`src/rtl/fp_mul.sv`:
```
module fp_mul #(
  parameter int EXP_W  = 8,
  parameter int FRAC_W = 23
) (
  input  logic                      clk,
  input  logic                      rst_n,
  input  logic [EXP_W+FRAC_W:0]     a_i,
  input  logic [EXP_W+FRAC_W:0]     b_i,
  output logic [EXP_W+FRAC_W:0]     p_o
);
  localparam int W      = 1 + EXP_W + FRAC_W;
  localparam int SIG_W  = FRAC_W + 1;
  localparam int PROD_W = 2 * SIG_W;
  localparam int EW     = EXP_W + 2;
  localparam int BIAS   = (1 << (EXP_W - 1)) - 1;
  localparam int EMAX   = (1 << EXP_W) - 1;
  localparam logic [W-1:0] QNAN = {1'b0, {EXP_W{1'b1}}, 1'b1, {(FRAC_W-1){1'b0}}};

  logic [EXP_W-1:0]  ea, eb;
  logic [FRAC_W-1:0] fa, fb;
  logic              sgn;
  assign ea  = a_i[W-2:FRAC_W];
  assign eb  = b_i[W-2:FRAC_W];
  assign fa  = a_i[FRAC_W-1:0];
  assign fb  = b_i[FRAC_W-1:0];
  assign sgn = a_i[W-1] ^ b_i[W-1];

  logic a_zero, b_zero, a_inf, b_inf, a_nan, b_nan;
  assign a_zero = (ea == '0);
  assign b_zero = (eb == '0);
  assign a_inf  = (ea == EXP_W'(EMAX)) && (fa == '0);
  assign b_inf  = (eb == EXP_W'(EMAX)) && (fb == '0);
  assign a_nan  = (ea == EXP_W'(EMAX)) && (fa != '0);
  assign b_nan  = (eb == EXP_W'(EMAX)) && (fb != '0);

  logic [PROD_W-1:0] prod;
  assign prod = PROD_W'({1'b1, fa}) * PROD_W'({1'b1, fb});

  logic             hi, guard, sticky, rnd_up, carry;
  logic [SIG_W-1:0] sig;
  logic [SIG_W:0]   sig_r;
  assign hi     = prod[PROD_W-1];
  assign sig    = hi ? prod[PROD_W-1 -: SIG_W] : prod[PROD_W-2 -: SIG_W];
  assign guard  = hi ? prod[FRAC_W] : prod[FRAC_W-1];
  assign sticky = hi ? |prod[FRAC_W-1:0] : |prod[FRAC_W-2:0];
  assign rnd_up = guard & (sticky | sig[0]);
  assign sig_r  = {1'b0, sig} + (SIG_W+1)'(rnd_up);
  assign carry  = sig_r[SIG_W];

  logic signed [EW-1:0] e_res;
  assign e_res = $signed(EW'(ea) + EW'(eb) - EW'(BIAS) + EW'(hi) + EW'(carry));

  logic [W-1:0] res;
  always_comb begin
    if (a_nan || b_nan || (a_zero && b_inf) || (a_inf && b_zero))
      res = QNAN;
    else if (a_inf || b_inf)
      res = {sgn, {EXP_W{1'b1}}, {FRAC_W{1'b0}}};
    else if (a_zero || b_zero)
      res = {sgn, {(W-1){1'b0}}};
    else if (e_res >= $signed(EW'(EMAX)))
      res = {sgn, {EXP_W{1'b1}}, {FRAC_W{1'b0}}};
    else if (e_res <= $signed(EW'(0)))
      res = {sgn, {(W-1){1'b0}}};
    else
      res = {sgn, e_res[EXP_W-1:0], carry ? {FRAC_W{1'b0}} : sig_r[FRAC_W-1:0]};
  end

  always_ff @(posedge clk or negedge rst_n) begin
    if (!rst_n) p_o <= '0;
    else        p_o <= res;
  end
endmodule

```
`config.mk`:
```
export PLATFORM = sky130hd
export DESIGN_NAME = fp_mul
export DESIGN_NICKNAME = d
export VERILOG_FILES = /design/src/rtl/fp_mul.sv
export SDC_FILE = /design/constraint.sdc
export NUM_CORES = 2
export LEC_CHECK = 0
export BUFFER_PORTS_ARGS = -buffer_cell sky130_fd_sc_hd__buf_2
export CAP_MARGIN = 20
export CORE_MARGIN = 4
export CORE_UTILIZATION = 25
export DETAILED_ROUTE_END_ITERATION = 12
export PLACE_DENSITY_LB_ADDON = 0.1
export SYNTH_ARGS = -nofsm -noshare
export SYNTH_HDL_FRONTEND = slang
export SYNTH_SLANG_ARGS = --single-unit
```
`constraint.sdc`:
```
create_clock -name clk -period 1.5 [get_ports clk]
set_clock_uncertainty 0.05 [all_clocks]
set_input_delay 0.45 -clock clk [delete_from_list [all_inputs] [get_ports clk]]
set_output_delay 0.45 -clock clk [all_outputs]
set_load 0.01 [all_outputs]
```
==> impl_metrics.env <==
export IMPL_io_buffers=97
export IMPL_grt_met2_usage=0.288
export IMPL_fmax_mhz=101
export IMPL_setup_slack_ns=-8.39
export IMPL_drc=0
export IMPL_cts_max_level=2
export IMPL_critPathMaxStageDelay_ns=0.57
export IMPL_nets=3921
export IMPL_cpMaxStageDelayCell="fa_1"
export IMPL_clk_pin_slew_ns=0.05
export IMPL_top_regs="p_o (32)"
export IMPL_ys_seq_area_frac=0.0357
export IMPL_wirelength_um=78800
export IMPL_multi_input_comb_area_mm2=0.0198
export IMPL_worst_slew_pin_slew_ns=0.536
export IMPL_cp_data_required_time_ns=1.59
export IMPL_clockBufferDepth=2
export IMPL_hold_path_class="in -> async"
export IMPL_routedWlPerCell_um=18.1
export IMPL_setup_viol=32
export IMPL_critPathKind="in -> reg"
export IMPL_hold_viol_final=0
export IMPL_mostFrequentLayoutCell="inv_1"
export IMPL_track_usage=0.171
export IMPL_gr_max_usage_layer="met2"
export IMPL_use_met1=0.250
export IMPL_period_share=6.59
export IMPL_worst_setup_path_end_kind="register"
export IMPL_largest_register_ffs=32
export IMPL_status="complete, but fails checks"
export IMPL_cts_tree="done"
export IMPL_viasPerCell=4.41
export IMPL_first_pass_iters=5
export IMPL_grt_max_degree=33
export IMPL_initial_core_util=0.253
export IMPL_maxCapViolCount=0
export IMPL_startpoint="a_i[8]"
export IMPL_synth_edff_count=0
export IMPL_violations="negative setup slack"
export IMPL_crit_fanout=6
export IMPL_vias=19200
export IMPL_async_flop_share=1.00
export IMPL_rsz0062_at_grt="yes"
export IMPL_fin_area_mm2=0.0299
export IMPL_final_core_util=0.337
export IMPL_io_pins=98
export IMPL_seq_area_um2=801
export IMPL_start_kind="input port"
export IMPL_die_h_um=307
export IMPL_synth_seq_cells=32
export IMPL_final_layout_size_suffix_gt1_frac=0.280
export IMPL_clkSinkCount=32
export IMPL_postPlaceCellArea_mm2=0.0281
export IMPL_ctsRootBufferMaster="clkbuf_16"
export IMPL_synth_main_ff_cell="dfrtp_1"
export IMPL_top_register="p_o"
export IMPL_yosysUniqueCellTypes=87
export IMPL_maxSlewViolCount=0
export IMPL_hold_buffers=0
export IMPL_diodes=0
export IMPL_syn2layout_area_growth_pct=33.5
export IMPL_dr_first_iter_drc_count=828
export IMPL_antenna_found_initial=0
export IMPL_syn_inst=2638
export IMPL_hpwlAfterDp_um=70500
export IMPL_layout_cells_non_filler=4348
export IMPL_grt_pass1_wl_um=127000
export IMPL_first_global_vias=21600
export IMPL_place_inst=4295
export IMPL_yosysWarnings=0
export IMPL_crit_arrival_ns=9.98
export IMPL_ant_nets=0
export IMPL_cts_buffers=5
export IMPL_routabilityCongestion=0.837
export IMPL_grt_overflow=0
export IMPL_min_period_ns=9.89
export IMPL_die_area_mm2=0.0945
export IMPL_syn_avg_cell_area_um2=8.49
export IMPL_die_x_um=307
export IMPL_n_fill_cell=9389
export IMPL_path_common_cell="fa_1"
export IMPL_core_region_area_mm2=0.0886
export IMPL_fp_row_count=109
export IMPL_final_cell_mix="565 x inv_1, 530 x buf_4, 459 x fa_1"
export IMPL_grtUsageMet3=0.00736
export IMPL_relSlewSlack=0.638
export IMPL_syn_area_mm2=0.0224
export IMPL_synth_fp_nets=3377
-- path summary, 6_finish.rpt --
kind | end | depth (start not counted)
setup / recovery | p_o[11] | 45
hold / removal | p_o[22] | 2
max in group asynchronous | p_o[9] | 2
min in group clk | p_o[31] | 3
-- cell type report --
type | instances | area share
Tap cell | 1165 | 0.0487
Inverter | 602 | 0.0768
Multi-Input combinational cell | 1878 | 0.661
Sequential cell | 32 | 0.0268
Timing Repair Buffer | 663 | 0.181
Clock buffer | 8 | 0.00489
-- cell usage after synthesis (16+ instances only) --
| master | n | share of area |
|---|---|---|
| nand3_1 | 29 | 0.0065 |
| nor4_1 | 24 | 0.0067 |
| xor2_1 | 19 | 0.0074 |
| buf_2 | 20 | 0.0045 |
| nor3_1 | 23 | 0.0051 |
| and2_1 | 252 | 0.070 |
| xnor2_1 | 35 | 0.014 |
| inv_1 | 599 | 0.10 |
| dfrtp_1 | 32 | 0.036 |
| nor2_1 | 108 | 0.018 |
| nand4_1 | 27 | 0.0075 |
| fa_1 | 484 | 0.43 |
| o21ai_0 | 51 | 0.011 |
| ha_1 | 189 | 0.11 |
| nand2_1 | 336 | 0.056 |
| a21oi_1 | 73 | 0.016 |
| a21o_1 | 16 | 0.0054 |
| clkbuf_1 | 103 | 0.017 |
-- cell families (layout without fill, tap and decap cells) --
family	after synthesis	in the layout	share of synthesized area
AND/OR/NAND/NOR	866	866	0.194
flip-flops	32	32	0.0357
multiplexers	8	8	0.00374
buffers and inverters	728	1273	0.123
XOR/XNOR	55	55	0.0218
adder cells (fa/ha/maj)	673	673	0.538
AO/OA/AOI/OAI	276	276	0.0839
-- stage by stage --
| step | TNS, ns | hold slack (ns) | setup slack, ns |
|---|---|---|---|
| 2_1_floorplan | -260.02 | 0.104 | -8.52 |
| 3_3_place_gp | -278.88 | 0.451 | -9.06 |
| 3_5_place_dp | -280.82 | 0.453 | -9.18 |
| 4_1_cts | -260.99 | 0.153 | -8.57 |
| 5_1_grt | -269.88 | 0.187 | -8.81 |
| 6_report | -256.59 | 0.136 | -8.39 |
-- critical path, delay by kind of cell --
family | cells | cell delay, ns
adder cells (fa/ha/maj) | 10 | 4.24
AO/OA/AOI/OAI | 5 | 0.89
buffers and inverters | 17 | 1.68
AND/OR/NAND/NOR | 12 | 2.48
XOR/XNOR | 1 | 0.20
-- layer usage --
layer	vias up	wire length, um
li1	9145	-
met1	9743	38500
met2	250	37400
met3	49	1630
met4	0	1280
met5	-	0
-- timing repair --
item | 4_1_cts | 5_1_grt
setup buffers | 29 | 14
gates cloned | 4 | 0
setup endpoints to repair | 32 | 32
gates resized for setup | 261 | 49
hold endpoints to repair | 0 | 0
pin swaps | 71 | 52
Power is left out: the tool's default activity adds up to more than one toggle a clock period on the data nets, which glitch-free logic cannot reach.
